--- src/rtl/rcratio_pkg.sv ---
package rcratio_pkg;
    typedef enum logic [3:0] {
        ST_IDLE,
        ST_CHG1,
        ST_GAP1,
        ST_DREF,
        ST_GAP2,
        ST_CHG2,
        ST_GAP3,
        ST_DSNS,
        ST_FIN
    } seq_state_t;

    localparam int NUM_DIS = 2;
    localparam int DIS_REF = 0;
    localparam int DIS_SNS = 1;
endpackage

--- src/rtl/rcratio_chg_timer.sv ---
module rcratio_chg_timer #(
    parameter int CHG_W = 12
) (
    input  logic             clk,
    input  logic             rst_n,
    input  logic             load,
    input  logic [CHG_W-1:0] len_in,
    input  logic             run,
    output logic             expire
);
    logic [CHG_W-1:0] len_q;
    logic [CHG_W-1:0] tcnt;
    logic [CHG_W-1:0] last;

    always_ff @(posedge clk or negedge rst_n) begin
        if (!rst_n) begin
            len_q <= '0;
        end else if (load) begin
            len_q <= len_in;
        end
    end

    always_ff @(posedge clk or negedge rst_n) begin
        if (!rst_n) begin
            tcnt <= '0;
        end else if (!run) begin
            tcnt <= '0;
        end else begin
            tcnt <= tcnt + CHG_W'(1);
        end
    end

    always_comb begin
        last   = (len_q == '0) ? '0 : len_q - CHG_W'(1);
        expire = run && (tcnt == last);
    end
endmodule

--- src/rtl/rcratio_dis_count.sv ---
module rcratio_dis_count #(
    parameter int CNT_W = 16
) (
    input  logic             clk,
    input  logic             rst_n,
    input  logic             clear,
    input  logic             run,
    input  logic             cmp_above,
    output logic [CNT_W-1:0] count,
    output logic             trip,
    output logic             full
);
    localparam logic [CNT_W-1:0] MAXV = {CNT_W{1'b1}};

    always_ff @(posedge clk or negedge rst_n) begin
        if (!rst_n) begin
            count <= '0;
        end else if (clear) begin
            count <= '0;
        end else if (run && cmp_above && !full) begin
            count <= count + CNT_W'(1);
        end
    end

    always_comb begin
        full = (count == MAXV);
        trip = run && !cmp_above;
    end
endmodule

--- src/rtl/rcratio_ctrl.sv ---
module rcratio_ctrl
    import rcratio_pkg::*;
(
    input  logic               clk,
    input  logic               rst_n,
    input  logic               start,
    input  logic               chg_expire,
    input  logic [NUM_DIS-1:0] trip,
    input  logic [NUM_DIS-1:0] full,
    output logic               sw_charge,
    output logic               sw_ref,
    output logic               sw_sense,
    output logic               busy,
    output logic               done,
    output logic               overflow,
    output logic               chg_run,
    output logic               chg_load,
    output logic               dis_clear,
    output logic [NUM_DIS-1:0] dis_run
);
    seq_state_t state_q;
    seq_state_t state_d;
    logic       ovf_set;
    logic       launch;

    always_ff @(posedge clk or negedge rst_n) begin
        if (!rst_n) begin
            state_q  <= ST_IDLE;
            overflow <= 1'b0;
        end else begin
            state_q <= state_d;
            if (launch) begin
                overflow <= 1'b0;
            end else if (ovf_set) begin
                overflow <= 1'b1;
            end
        end
    end

    always_comb begin
        state_d = state_q;
        ovf_set = 1'b0;
        launch  = 1'b0;
        unique case (state_q)
            ST_IDLE: begin
                if (start) begin
                    launch  = 1'b1;
                    state_d = ST_CHG1;
                end
            end
            ST_CHG1: if (chg_expire) state_d = ST_GAP1;
            ST_GAP1: state_d = ST_DREF;
            ST_DREF: begin
                if (trip[DIS_REF]) begin
                    state_d = ST_GAP2;
                end else if (full[DIS_REF]) begin
                    ovf_set = 1'b1;
                    state_d = ST_IDLE;
                end
            end
            ST_GAP2: state_d = ST_CHG2;
            ST_CHG2: if (chg_expire) state_d = ST_GAP3;
            ST_GAP3: state_d = ST_DSNS;
            ST_DSNS: begin
                if (trip[DIS_SNS]) begin
                    state_d = ST_FIN;
                end else if (full[DIS_SNS]) begin
                    ovf_set = 1'b1;
                    state_d = ST_IDLE;
                end
            end
            ST_FIN:  state_d = ST_IDLE;
            default: state_d = ST_IDLE;
        endcase
    end

    always_comb begin
        sw_charge = 1'b0;
        sw_ref    = 1'b0;
        sw_sense  = 1'b0;
        done      = 1'b0;
        busy      = 1'b1;
        dis_run   = '0;
        unique case (state_q)
            ST_IDLE: busy = 1'b0;
            ST_CHG1, ST_CHG2: sw_charge = 1'b1;
            ST_DREF: begin
                sw_ref           = 1'b1;
                dis_run[DIS_REF] = 1'b1;
            end
            ST_DSNS: begin
                sw_sense         = 1'b1;
                dis_run[DIS_SNS] = 1'b1;
            end
            ST_FIN: done = 1'b1;
            ST_GAP1, ST_GAP2, ST_GAP3: ;
            default: busy = 1'b0;
        endcase
        chg_run   = sw_charge;
        chg_load  = launch;
        dis_clear = launch;
    end
endmodule

--- src/rtl/rcratio_seq.sv ---
module rcratio_seq
    import rcratio_pkg::*;
#(
    parameter int CNT_W = 16,
    parameter int CHG_W = 12
) (
    input  logic             clk,
    input  logic             rst_n,
    input  logic             start,
    input  logic [CHG_W-1:0] charge_len,
    input  logic             cmp_above,
    output logic             sw_charge,
    output logic             sw_ref,
    output logic             sw_sense,
    output logic [CNT_W-1:0] ref_count,
    output logic [CNT_W-1:0] sense_count,
    output logic             busy,
    output logic             done,
    output logic             overflow
);
    logic               chg_expire;
    logic               chg_run;
    logic               chg_load;
    logic               dis_clear;
    logic [NUM_DIS-1:0] dis_run;
    logic [NUM_DIS-1:0] dis_trip;
    logic [NUM_DIS-1:0] dis_full;
    logic [CNT_W-1:0]   dis_cnt [NUM_DIS];

    rcratio_ctrl u_ctrl (
        .clk        (clk),
        .rst_n      (rst_n),
        .start      (start),
        .chg_expire (chg_expire),
        .trip       (dis_trip),
        .full       (dis_full),
        .sw_charge  (sw_charge),
        .sw_ref     (sw_ref),
        .sw_sense   (sw_sense),
        .busy       (busy),
        .done       (done),
        .overflow   (overflow),
        .chg_run    (chg_run),
        .chg_load   (chg_load),
        .dis_clear  (dis_clear),
        .dis_run    (dis_run)
    );

    rcratio_chg_timer #(.CHG_W(CHG_W)) u_timer (
        .clk    (clk),
        .rst_n  (rst_n),
        .load   (chg_load),
        .len_in (charge_len),
        .run    (chg_run),
        .expire (chg_expire)
    );

    for (genvar g = 0; g < NUM_DIS; g++) begin : g_dis
        rcratio_dis_count #(.CNT_W(CNT_W)) u_cnt (
            .clk       (clk),
            .rst_n     (rst_n),
            .clear     (dis_clear),
            .run       (dis_run[g]),
            .cmp_above (cmp_above),
            .count     (dis_cnt[g]),
            .trip      (dis_trip[g]),
            .full      (dis_full[g])
        );
    end

    assign ref_count   = dis_cnt[DIS_REF];
    assign sense_count = dis_cnt[DIS_SNS];
endmodule

--- config.mk ---
export PLATFORM = sky130hd
export DESIGN_NAME = rcratio_seq
export DESIGN_NICKNAME = d
export VERILOG_FILES = /design/src/rtl/rcratio_pkg.sv /design/src/rtl/rcratio_chg_timer.sv /design/src/rtl/rcratio_dis_count.sv /design/src/rtl/rcratio_ctrl.sv /design/src/rtl/rcratio_seq.sv
export SDC_FILE = /design/constraint.sdc
export NUM_CORES = 1
export LEC_CHECK = 0
export BUFFER_PORTS_ARGS = -buffer_cell sky130_fd_sc_hd__buf_2
export CAP_MARGIN = 5
export CORE_UTILIZATION = 61
export DETAILED_ROUTE_END_ITERATION = 12
export GPL_TIMING_DRIVEN = 0
export PLACE_DENSITY = 0.85
export SLEW_MARGIN = 10
export SYNTH_ARGS = -nofsm -noshare
export SYNTH_HDL_FRONTEND = slang
export SYNTH_SLANG_ARGS = --single-unit
--- constraint.sdc ---
create_clock -name clk -period 5.75 [get_ports clk]
set_input_delay 1.15 -clock clk [delete_from_list [all_inputs] [get_ports clk]]
set_output_delay 1.15 -clock clk [all_outputs]
set_load 0.05 [all_outputs]
==> results of run 1 <==
-- metal layers --
layer | wire length, microns | GRT usage (%) | vias to the layer above
li1 | - | - | 1478
met1 | 3554 | 37.03 | 1489
met2 | 3772 | 45.93 | 140
met3 | 567 | 6.395 | 19
met4 | 117 | 12.22 | 0
met5 | 0 | 0 | -
-- final cells by class --
class                      count  area [sq um]  share of cell area [%]
buffer                        20         93.84                   2.323
clock buffer                  11         131.4                   3.252
clock inverter                 4         26.28                  0.6504
inverter                       7         26.28                  0.6504
multi-input combinational    285          1878                   46.49
sequential                    61          1526                   37.78
tap                           72         90.09                   2.230
timing repair buffer          53         267.8                   6.627
-- cells by family after synthesis --
logic type	count (synthesis)	synth area share, %
AO/OA/AOI/OAI	66	13.13
XOR/XNOR	38	9.443
adder cells (fa/ha/maj)	4	1.420
buffers and inverters	27	3.408
flip-flops	61	43.31
multiplexers	13	4.011
AND/OR/NAND/NOR	164	25.28
-- stage by stage --
stage / cell area, sq um / cells / hold WS (ns) / utilization, % / setup slack (ns)
after detailed placement: 3882 / 498 / 0.4972 / 70.08 / 2.865
after global placement: 3880 / 498 / 0.4918 / 70.03 / 2.866
after CTS: 4040 / 513 / 0.5145 / 72.92 / 2.776
after global routing: 4040 / 513 / 0.5375 / 72.92 / 2.631
after floorplan: 3525 / 373 / 0.5071 / - / 2.424
final: 4040 / 513 / 0.5166 / 72.92 / 2.739
-- registers in the layout (all words and copies together) (netlist names) --
name               flops
u_ctrl.state_q         4
u_timer.len_q         12
u_timer.tcnt          12
g_dis.u_cnt.count     32
u_ctrl.overflow        1
-- worst max-delay path, delay by kind of cell, from the launching register on --
| family | cells | cell delay (ns) |
|---|---|---|
| simple gates | 4 | 1.65 |
| flops | 1 | 0.43 |
| compound gates | 2 | 0.42 |
| buf+inv | 1 | 0.11 |
| fa+ha+maj | 1 | 0.29 |
-- placed cells by master, fill, tap and decap left out, types with 5 or more instances in the layout --
| cell type | count |
|---|---|
| sky130_fd_sc_hd__dfrtp_1 | 61 |
| sky130_fd_sc_hd__clkbuf_8 | 10 |
| sky130_fd_sc_hd__nor3_1 | 5 |
| sky130_fd_sc_hd__and3_1 | 7 |
| sky130_fd_sc_hd__and2_1 | 8 |
| sky130_fd_sc_hd__nor2_1 | 47 |
| sky130_fd_sc_hd__clkbuf_1 | 18 |
| sky130_fd_sc_hd__o21ai_0 | 17 |
| sky130_fd_sc_hd__xor2_1 | 26 |
| sky130_fd_sc_hd__or3_1 | 12 |
| sky130_fd_sc_hd__nand3_1 | 27 |
| sky130_fd_sc_hd__buf_2 | 53 |
| sky130_fd_sc_hd__nand4_1 | 12 |
| sky130_fd_sc_hd__nand2_1 | 18 |
| sky130_fd_sc_hd__xnor2_1 | 12 |
| sky130_fd_sc_hd__a21oi_1 | 13 |
| sky130_fd_sc_hd__mux2_2 | 9 |
| sky130_fd_sc_hd__inv_1 | 7 |
-- cell usage after synthesis, types with 2 or more instances --
library cell / number
sky130_fd_sc_hd__dfrtp_1: 61
sky130_fd_sc_hd__nor2_1: 47
sky130_fd_sc_hd__nand3_1: 27
sky130_fd_sc_hd__xor2_1: 26
sky130_fd_sc_hd__nand2_1: 18
sky130_fd_sc_hd__o21ai_0: 17
sky130_fd_sc_hd__clkbuf_1: 16
sky130_fd_sc_hd__a21oi_1: 13
sky130_fd_sc_hd__nand4_1: 12
sky130_fd_sc_hd__or3_1: 12
sky130_fd_sc_hd__xnor2_1: 12
sky130_fd_sc_hd__mux2_2: 9
sky130_fd_sc_hd__and2_1: 8
sky130_fd_sc_hd__and3_1: 7
sky130_fd_sc_hd__inv_1: 7
sky130_fd_sc_hd__nor3_1: 5
sky130_fd_sc_hd__ha_1: 4
sky130_fd_sc_hd__mux2i_1: 4
sky130_fd_sc_hd__o21a_1: 4
sky130_fd_sc_hd__o31ai_1: 4
sky130_fd_sc_hd__nor3b_1: 3
sky130_fd_sc_hd__nor4_1: 3
sky130_fd_sc_hd__a2111oi_0: 2
sky130_fd_sc_hd__a211oi_1: 2
sky130_fd_sc_hd__a22oi_1: 2
sky130_fd_sc_hd__a31oi_1: 2
sky130_fd_sc_hd__and4_1: 2
sky130_fd_sc_hd__nor3_2: 2
sky130_fd_sc_hd__nor4_2: 2
sky130_fd_sc_hd__o22ai_1: 2
sky130_fd_sc_hd__o311ai_0: 2
sky130_fd_sc_hd__o31a_1: 2
sky130_fd_sc_hd__or4_1: 2
-- where the power goes --
part	internal, mW	total, mW	switching (mW)
clock network	0.153	0.317	0.164
registers	0.502	0.609	0.107
logic	0.249	0.610	0.361
-- final timing paths --
check                                 startpoint                      end  slack, ns
worst max-delay path            u_timer.len_q[0]        u_ctrl.state_q[0]       2.74
worst min-delay path             u_ctrl.overflow          u_ctrl.overflow       0.52
worst max register to register  u_timer.len_q[0]        u_ctrl.state_q[0]       2.74
worst min register to register   u_ctrl.overflow          u_ctrl.overflow       0.52
max in group asynchronous                  rst_n  g_dis[0].u_cnt.count[1]       4.37
min in group asynchronous                  rst_n         u_timer.len_q[0]       0.88
==> impl_summary.txt, run 1 <==
----------------------------------------------------
[Status]
  Result of the run ... complete, no violations

[Finish]
  # fillers ... 423
  Share of layout cells above drive strength 1 ... 20.86%
  Area growth from synthesis to layout ... 14.63%
  Post-layout net count ... 457
  Count of inserted antenna diode cells ... 0

[Clocking]
  Number of H-tree levels ... 3
  Count of hold-fix buffers inserted at cts ... 0
  CTS Buf Count ... 9
  CTS tree ... done
  Clock-pin transition on the worst setup and hold timing paths ... ~0.060 ns
  Post-CTS Setup Bufs ... 0
  Maximum clock path buffer count ... 2
  Total of cells resized after clock tree synthesis ... 0
  Source-to-sink clock delay at the later pin of the worst-skew pair ... 0.34 ns
  CTS Sinks ... 61
  Clock root buffer ... sky130_fd_sc_hd__clkbuf_8

[Yosys]
  Flip-flop and latch count after synthesis ... slightly above 60
  Avg Cell Area, Syn ... 9.449 sq um
  Dominant register cell in the synthesized netlist ... sky130_fd_sc_hd__dfrtp_1
  Synth unique cells ... 65
  Post-Synthesis Cell Area ... 3525 sq um
  Post-synth top area share ... between 40 and 50%
  Portion of the post-synthesis area used by sequential elements ... between 40 and 50%
  Area leader, netlist ... sky130_fd_sc_hd__dfrtp_1
  Number of flops mapped to enable cells by yosys ... 0
  Synth Instances ... 373
  Total nets after synthesis ... between 300 and 400
  Synth top area cells ... sky130_fd_sc_hd__dfrtp_1, sky130_fd_sc_hd__xor2_1, sky130_fd_sc_hd__nor2_1
  Proportion of synthesized flip-flops having asynchronous set or reset ... 100.0%
  Synth warnings ... 0

[STA]
  Slew at the pin closest to its max-slew limit ... 0.7526 ns
  Min Clock Period, post-route ... between 3 and 4 ns
  Count of final hold-check violations ... 0
  Worst max-slew margin expressed relative to the limit ... 49.83%
  Final-layout setup total negative slack ... 0 ns
  Max-slew violation count ... 0
  Fin Clk Skew ... 0.008549 ns
  Final critical-path share of the clock period ... 52.36%
  Max Freq ... 332.2 MHz
  Unrepaired setup endpoints after global routing ... no
  Count of final setup violators ... 0

[Floorplanning]
  Core region area ... 5540 sq um
  Starting density of the core ... 63.62%
  Total I/O pin count ... 54
  Chip Height ... 78.02 microns
  Die Outline Area ... between 6000 and 7000 sq um
  Cell row count ... 27
  Horiz. Die Dim ... 78.02 microns

[Job]
  Count of maximum capacitance violations ... 0

[Place]
  Port Buf Inserts ... 53
  Gp weighted congestion ... 0.9476
  Hpwl dp ... 5.734 mm

[Critical path]
  Critical path start-end classification ... reg2reg
  Cell at the slowest stage of the critical path ... sky130_fd_sc_hd__or4b_4
  Largest driver fanout on the critical path ... 5
  Required time of the worst setup path ... between 5 and 6 ns
  Startpoint class of the critical path ... register
  Cell breakdown of the critical path ... inv_1 > ha_1 > nor3b_1 > nand4_1 > or3_1 > o211ai_1 > or4b_4 > o31a_1
  Logic depth of the worst register-to-register path ... 8
  Worst Path Arrival ... 3.23 ns
  Largest stage delay on the critical path ... a little over 0.5 ns
  Critical Path Sink Type ... register

[Power and ir drop]
  Leakage power total ... approximately 1.8 nW
  Total power divided by cell area ... approximately 380 nW/um^2
  Total Power Consumption ... about 1.5 mW
  Highest ir drop seen on vdd ... 0.0003200 V

[Routing]
  Via count ... around 3.1k
  Total Routed Length ... between 8 and 9 mm
  Router iterations before antenna repair ... 5
  Vias per Instance ... a little over 6
  Routed Antenna Nets ... 0
  Number of DRC markers after the initial detailed-route iteration ... between 300 and 400
  DR DRC count ... 0
  Average detailed-routed wire length per instance ... about 16 microns

[GRT]
  Total gr overflow ... 0
  Antenna violations before repair ... 0
  Vias in the first global route ... 2987
  Wire length of the first global-routing pass ... 13.59 mm
  Largest net degree at the start of global routing ... 62
  All-layer global routing usage ... 28.44%

[Worst hold path]
  Worst hold path depth ... 2
  Hold/Removal Path Class ... reg2reg

----------------------------------------------------
Power figures use the tool's default switching activity.
==> run 2, diff against run 1 <==
--- a/config.mk
+++ b/config.mk
@@ -7,10 +7,10 @@
 export LEC_CHECK = 0
 export BUFFER_PORTS_ARGS = -buffer_cell sky130_fd_sc_hd__buf_2
 export CAP_MARGIN = 5
-export CORE_UTILIZATION = 61
+export CORE_UTILIZATION = 57
 export DETAILED_ROUTE_END_ITERATION = 12
 export GPL_TIMING_DRIVEN = 0
-export PLACE_DENSITY = 0.85
+export PLACE_DENSITY = 0.8
 export SLEW_MARGIN = 10
 export SYNTH_ARGS = -nofsm -noshare
 export SYNTH_HDL_FRONTEND = slang
==> constraint.sdc (replaced) <==
create_clock -name clk -period 3 [get_ports clk]
set_input_delay 0.6 -clock clk [delete_from_list [all_inputs] [get_ports clk]]
set_output_delay 0.6 -clock clk [all_outputs]
set_load 0.05 [all_outputs]
==> run 2 against run 1 <==
Fmax grew 6.6%. Critical endpoint unchanged. Sequential power grew 90%. Sequential cell count is the same. Final cell count grew 0.78%. Hold slack lost 0.18 ns. First-iteration DRC count shrank 46%.
==> impl_summary.txt, run 2 (synthesized netlist as in run 1, its figures left out) <==
----------------------------------------------------
[Worst hold path]
  Hold/Removal Path Class ... in2async

[Critical path]
  Largest driver fanout on the critical path ... 9 (+4)
  Setup slack of the worst register-to-register path ... 0.17 ns (-2.56 ns)
  Required time of the worst setup path ... 3.22 ns (-2.75 ns)
  Critical path start-end classification ... reg2reg
  Startpoint class of the critical path ... register
  Worst Path Arrival ... 3.05 ns (-0.18 ns)
  Critical Path Sink Type ... register

[Power and ir drop]
  Highest ir drop seen on vdd ... 0.0005290 V (+65%)
  Total power divided by cell area ... 758.8 nW/um^2 (+100%)
  Leakage power total ... 1.860 nW (+1.7%)

[Clocking]
  Count of hold-fix buffers inserted at cts ... 0 (unchanged)
  CTS Buf Count ... 9 (unchanged)
  Post-CTS Setup Bufs ... 0 (unchanged)
  CTS tree ... done
  Maximum clock path buffer count ... 2 (unchanged)
  CTS Sinks ... 61 (unchanged)
  Clock-pin transition on the worst setup and hold timing paths ... 0.07 ns (about the same)
  Clock root buffer ... sky130_fd_sc_hd__clkbuf_8
  Source-to-sink clock delay at the later pin of the worst-skew pair ... 0.34 ns (about the same)
  Number of H-tree levels ... 3 (unchanged)

[Floorplanning]
  Horiz. Die Dim ... 80.64 microns (+3.4%)
  Cell row count ... 28 (+3.7%)
  Chip Height ... 80.64 microns (+3.4%)
  Die Outline Area ... 6502 sq um (+6.8%)
  Total I/O pin count ... 54 (unchanged)
  Starting density of the core ... 59.18% (-4.4 points)
  Core region area ... 5956 sq um (+7.5%)

[Routing]
  DR DRC count ... 0 (unchanged)
  Via count ... 3056 (-2.2%)
  Routed wl met3 ... 311 microns (-45%)
  Met2 wire length ... 4.061 mm (+7.7%)
  Total Routed Length ... 8.194 mm (+2.3%)
  Number of DRC markers after the initial detailed-route iteration ... 176 (-46%)
  Top layer in use ... met4
  Router iterations before antenna repair ... 4 (-1)
  Average detailed-routed wire length per instance ... 15.85 microns (+1.5%)
  Vias per Instance ... 5.911 (-3.0%)
  Metal1 wirelength ... 3.667 mm (+3.2%)
  Routed Antenna Nets ... 0 (unchanged)

[Job]
  Count of maximum capacitance violations ... 0 (unchanged)

[Finish]
  Area occupied by multi-input gates ... 1889 sq um (+0.60%)
  Cell area after layout ... 4104 sq um (+1.6%)
  Largest registers in the final layout ... g_dis.u_cnt.count: 32 flops, u_timer.len_q: 12 flops, u_timer.tcnt: 12 flops
  Largest register FFs ... 32 (unchanged)
  Share of layout cells above drive strength 1 ... 21.49% (+0.63 points)
  Most used cells in the layout excluding fill and tap cells ... sky130_fd_sc_hd__dfrtp_1, sky130_fd_sc_hd__buf_2, sky130_fd_sc_hd__nor2_1
  Area growth from synthesis to layout ... 16.44%
  Largest reg by FF count ... g_dis.u_cnt.count
  Area occupied by registers ... 1526 sq um (unchanged)
  Post-layout net count ... 457 (unchanged)
  # fillers ... 481 (+14%)
  Most common library cell in the layout ignoring fill and taps ... sky130_fd_sc_hd__dfrtp_1
  Count of inserted antenna diode cells ... 0 (unchanged)

[Place]
  Total cell area at the placement stage ... 3892 sq um (+0.26%)
  Hpwl dp ... 5.762 mm (+0.49%)
  Port Buf Inserts ... 53 (unchanged)
  Gp weighted congestion ... 0.9053 (-4.5%)

[GRT]
  Largest net degree at the start of global routing ... 62 (unchanged)
  Vias in the first global route ... 2870 (-3.9%)
  Total gr overflow ... 0 (unchanged)
  Wire length of the first global-routing pass ... 13.12 mm (-3.5%)
  All-layer global routing usage ... 26.92% (-1.5 points)
  Antenna violations before repair ... 0 (unchanged)

[STA]
  Fin Clk Skew ... 0.008089 ns (-0.0004591 ns)
  Final critical-path share of the clock period ... 94.17% (+42 points)
  Max-slew violation count ... 0 (unchanged)
  Max Freq ... 354.0 MHz (+6.6%)
  Min Clock Period, post-route ... 2.825 ns (-0.1855 ns)
  Slew at the pin closest to its max-slew limit ... 0.7694 ns (+0.01689 ns)
  Count of final hold-check violations ... 0 (unchanged)
  Final worst hold slack ... 0.3345 ns (-0.1821 ns)
  Count of final setup violators ... 0 (unchanged)
  Final-layout setup total negative slack ... 0 ns (unchanged)
  Worst max-slew margin expressed relative to the limit ... 48.70% (-1.1 points)

[Status]
  Result of the run ... complete, no violations

----------------------------------------------------
## run 2: cell type report
| class | count | area share (%) |
|---|---|---|
| Buffer | 20 | 2.287 |
| Clock buffer | 11 | 3.201 |
| Clock inverter | 5 | 1.829 |
| Inverter | 7 | 0.6402 |
| Multi-Input combinational cell | 285 | 46.04 |
| Sequential cell | 61 | 37.19 |
| Tap cell | 75 | 2.287 |
| Timing Repair Buffer | 53 | 6.524 |
## run 2: report_power, final
part	switching (mW)	internal, mW
Sequential	0.194	0.963
Clock	0.324	0.464
Combinational	0.689	0.480
Total	1.21	1.91
## run 2: stage by stage
stage	instances	worst slack, ns	util, %	power [mW]
finish	517	0.1748	68.91	3.114
global route	517	-0.02522	68.91	3.306
CTS	517	0.04749	68.82	3.108
detailed placement	501	0.05666	65.36	2.309
global placement	501	0.1689	65.32	2.262
floorplan	373	0.2369	-	2.025
## run 2: per-layer routing
metal,global-route usage (%),up-vias
li1,-,1482
met1,34.62,1483
met2,43.90,79
met3,4.886,12
met4,12.14,0
met5,0,-
## run 2: final timing paths
kind                                             to              from  depth (start not counted)
min                        g_dis[1].u_cnt.count[10]             rst_n                          1
min in group clk                   u_timer.len_q[0]     charge_len[0]                          3
max                               u_ctrl.state_q[0]  u_timer.len_q[0]                          9
max reg2reg                       u_ctrl.state_q[0]  u_timer.len_q[0]                          9
max in group asynchronous          u_timer.len_q[5]             rst_n                          1
min reg2reg                         u_ctrl.overflow   u_ctrl.overflow                          2
## run 2: critical path: stages, from the launching register on
cell and delay, ns:
sky130_fd_sc_hd__dfrtp_1 0.42, sky130_fd_sc_hd__inv_1 0.11, sky130_fd_sc_hd__ha_1 0.26, sky130_fd_sc_hd__or3b_1 0.38, sky130_fd_sc_hd__buf_6 0.16, sky130_fd_sc_hd__o41ai_4 0.23
sky130_fd_sc_hd__xnor2_1 0.10, sky130_fd_sc_hd__a21o_1 0.20, sky130_fd_sc_hd__or4b_4 0.55, sky130_fd_sc_hd__o31a_1 0.29
## run 2: repair_timing
| action | in CTS | in global routing |
|---|---|---|
| endpoints found under the hold margin | 0 | 0 |
| setup endpoints to repair | 0 | 2 |
| gates resized for setup | 0 | 1 |
==> run 3, diff against run 2 <==
--- a/config.mk
+++ b/config.mk
@@ -7,10 +7,11 @@
 export LEC_CHECK = 0
 export BUFFER_PORTS_ARGS = -buffer_cell sky130_fd_sc_hd__buf_2
 export CAP_MARGIN = 5
-export CORE_UTILIZATION = 57
+export CORE_UTILIZATION = 61
 export DETAILED_ROUTE_END_ITERATION = 12
 export GPL_TIMING_DRIVEN = 0
-export PLACE_DENSITY = 0.8
+export PLACE_DENSITY = 0.85
+export REMOVE_ABC_BUFFERS = 1
 export SLEW_MARGIN = 10
 export SYNTH_ARGS = -nofsm -noshare
 export SYNTH_HDL_FRONTEND = slang
==> constraint.sdc (replaced) <==
create_clock -name clk -period 3.5 [get_ports clk]
set_input_delay 0.7 -clock clk [delete_from_list [all_inputs] [get_ports clk]]
set_output_delay 0.7 -clock clk [all_outputs]
set_load 0.05 [all_outputs]
==> run 3 against run 2 <==
Hold slack gained 0.084 ns. Via count shrank 2.4%. Non-clock buffer count shrank 16. Register-to-register slack gained 0.45 ns. Core utilization grew 4.2 points. Critical path type unchanged. Largest power group is now sequential cells.
==> impl_summary.txt, run 3 (synthesized netlist as in run 1, its figures left out) <==
----------------------------------------------------
[Routing]
  Via count ... 2982 (-2.4%)
  Total Routed Length ... 7.583 mm (-7.5%)
  Vias per Instance ... 5.988 (+1.3%)
  Number of DRC markers after the initial detailed-route iteration ... 299 (+70%)
  Average detailed-routed wire length per instance ... 15.23 microns (-3.9%)
  Router iterations before antenna repair ... 4 (unchanged)
  Routed Antenna Nets ... 0 (unchanged)
  DR DRC count ... 0 (unchanged)

[Floorplanning]
  Die Outline Area ... 6086 sq um (-6.4%)
  Core region area ... 5540 sq um (-7.0%)
  Cell row count ... 27 (-3.6%)
  Starting density of the core ... 63.62% (+4.4 points)
  Total I/O pin count ... 54 (unchanged)
  Horiz. Die Dim ... 78.02 microns (-3.2%)
  Chip Height ... 78.02 microns (-3.2%)

[STA]
  Slack of the critical path ... 0.6214 ns (+0.4466 ns)
  Count of final setup violators ... 0 (unchanged)
  Unrepaired setup endpoints after global routing ... no
  Count of final hold-check violations ... 0 (unchanged)
  Min Clock Period, post-route ... 2.879 ns (+0.05340 ns)
  Worst max-slew margin expressed relative to the limit ... 49.21% (+0.50 points)
  Max-slew violation count ... 0 (unchanged)
  Slew at the pin closest to its max-slew limit ... 0.7619 ns (-0.007552 ns)
  Final critical-path share of the clock period ... 82.24% (-12 points)
  Max Freq ... 347.4 MHz (-1.9%)
  Fin Clk Skew ... 0.01006 ns (+0.001967 ns)

[GRT]
  Total gr overflow ... 0 (unchanged)
  All-layer global routing usage ... 27.55% (+0.63 points)
  Vias in the first global route ... 2888 (+0.63%)
  Antenna violations before repair ... 0 (unchanged)
  Largest net degree at the start of global routing ... 62 (unchanged)
  Wire length of the first global-routing pass ... 13.13 mm (+0.11%)

[Clocking]
  Number of H-tree levels ... 3 (unchanged)
  Count of hold-fix buffers inserted at cts ... 0 (unchanged)
  CTS Sinks ... 61 (unchanged)
  Clock root buffer ... sky130_fd_sc_hd__clkbuf_8
  Clock-pin transition on the worst setup and hold timing paths ... 0.07 ns (about the same)
  Maximum clock path buffer count ... 2 (unchanged)
  CTS tree ... done
  CTS Buf Count ... 9 (unchanged)
  Post-CTS Setup Bufs ... 0 (unchanged)
  Total of cells resized after clock tree synthesis ... 0 (unchanged)
  Source-to-sink clock delay at the later pin of the worst-skew pair ... 0.35 ns (about the same)

[Finish]
  Count of inserted antenna diode cells ... 0 (unchanged)
  Largest registers in the final layout ... g_dis.u_cnt.count: 32 flops, u_timer.len_q: 12 flops, u_timer.tcnt: 12 flops
  Largest reg by FF count ... g_dis.u_cnt.count
  Share of layout cells above drive strength 1 ... 22.54% (+1.0 points)
  Most common library cell in the layout ignoring fill and taps ... sky130_fd_sc_hd__dfrtp_1
  Non-filler cells, final ... 498 (-3.7%)
  Area growth from synthesis to layout ... 14.98%
  Most used cells in the layout excluding fill and tap cells ... sky130_fd_sc_hd__dfrtp_1, sky130_fd_sc_hd__buf_2, sky130_fd_sc_hd__nor2_1
  Largest register FFs ... 32 (unchanged)
  Fraction of the core area covered by cells at the end of the flow ... 73.15% (+4.2 points)
  Post-layout net count ... 441 (-3.5%)

[Place]
  Post-Place Worst Slack ... 0.6076 ns (+0.5509 ns)
  Hpwl dp ... 5.264 mm (-8.6%)
  Port Buf Inserts ... 53 (unchanged)
  Post-placement cell count ... 482 (-3.8%)
  Gp weighted congestion ... 0.9471 (+4.6%)

[Power and ir drop]
  Leakage power total ... 1.855 nW (-0.27%)
  Cell Int Power ... 1.641 mW (-14%)
  Net switching power figure ... 1.007 mW (-17%)
  Highest ir drop seen on vdd ... 0.0004213 V (-20%)
  Proportion of power drawn by the clock network ... 27.0% (+1.7 points)
  Portion of total power attributed to combinational logic ... 33.1% (-4.4 points)
  Sw frac ... 38.01% (-0.76 points)
  Total power divided by cell area ... 653.4 nW/um^2 (-14%)
  Seq pwr share ... 40.0% (+2.8 points)

[Critical path]
  Startpoint class of the critical path ... register
  Critical path start-end classification ... reg2reg
  Largest driver fanout on the critical path ... 5 (-4)
  Worst Path Arrival ... 3.11 ns (+0.06 ns)
  Critical Path Sink Type ... register
  Required time of the worst setup path ... 3.73 ns (+0.51 ns)

[Status]
  Result of the run ... complete, no violations

[Worst hold path]
  Hold/Removal Path Class ... in2async

[Job]
  Count of maximum capacitance violations ... 0 (unchanged)

----------------------------------------------------
[run 3: power groups by stage]
stage	registers (mW)	clock network, mW	logic, mW
after global routing	1.08	0.748	0.964
after CTS	1.05	0.726	0.877
after global placement	1.05	0	0.833
after detailed placement	1.06	0	0.870
final	1.06	0.714	0.875
after floorplan	1.05	0	0.641
[run 3: metal layers]
metal | vias up | wire [microns] | global-route usage (%)
li1 | 1444 | - | -
met1 | 1442 | 3313 | 34.75
met2 | 83 | 3741 | 46.19
met3 | 13 | 420 | 6.628
met4 | 0 | 107 | 10.19
met5 | - | 0 | 0
[run 3: final cells by class]
class	count	area, sq um
Fill cell	388	1488
Multi-Input combinational cell	285	1883
Sequential cell	61	1526
Timing Repair Buffer	57	301.5
Tap cell	72	90.09
Clock inverter	4	70.07
Clock buffer	12	155.1
Inverter	7	26.28
[run 3: critical path, cell delays in order (launching register included)]
cell and delay (ns):
sky130_fd_sc_hd__dfrtp_1 0.42, sky130_fd_sc_hd__inv_1 0.10, sky130_fd_sc_hd__ha_1 0.25, sky130_fd_sc_hd__nor3b_1 0.47, sky130_fd_sc_hd__nand4_1 0.29, sky130_fd_sc_hd__or3_1 0.39
sky130_fd_sc_hd__o211ai_1 0.09, sky130_fd_sc_hd__or4b_4 0.49, sky130_fd_sc_hd__o31a_1 0.29
[run 3: metrics by stage]
step	setup TNS, ns	total power, mW	area [sq um]	hold WS (ns)
2_1_floorplan	-6.479	1.686	3431	0.4044
3_3_place_gp	-66.59	1.886	3786	0.4736
3_5_place_dp	0	1.933	3827	0.4822
4_1_cts	0	2.657	4053	0.4346
5_1_grt	0	2.796	4053	0.4787
6_report	0	2.648	4053	0.4187
[run 3: worst paths after layout]
kind / from / to / slack, ns / depth (start not counted)
max: u_timer.len_q[0] / u_ctrl.state_q[0] / 0.62 / 8
min: rst_n / g_dis[1].u_cnt.count[6] / 0.42 / 1
max reg2reg: u_timer.len_q[0] / u_ctrl.state_q[0] / 0.62 / 8
min reg2reg: u_ctrl.overflow / u_ctrl.overflow / 0.49 / 2
max in group asynchronous: rst_n / u_timer.tcnt[5] / 2.57 / 1
min in group clk: u_ctrl.overflow / u_ctrl.overflow / 0.49 / 2
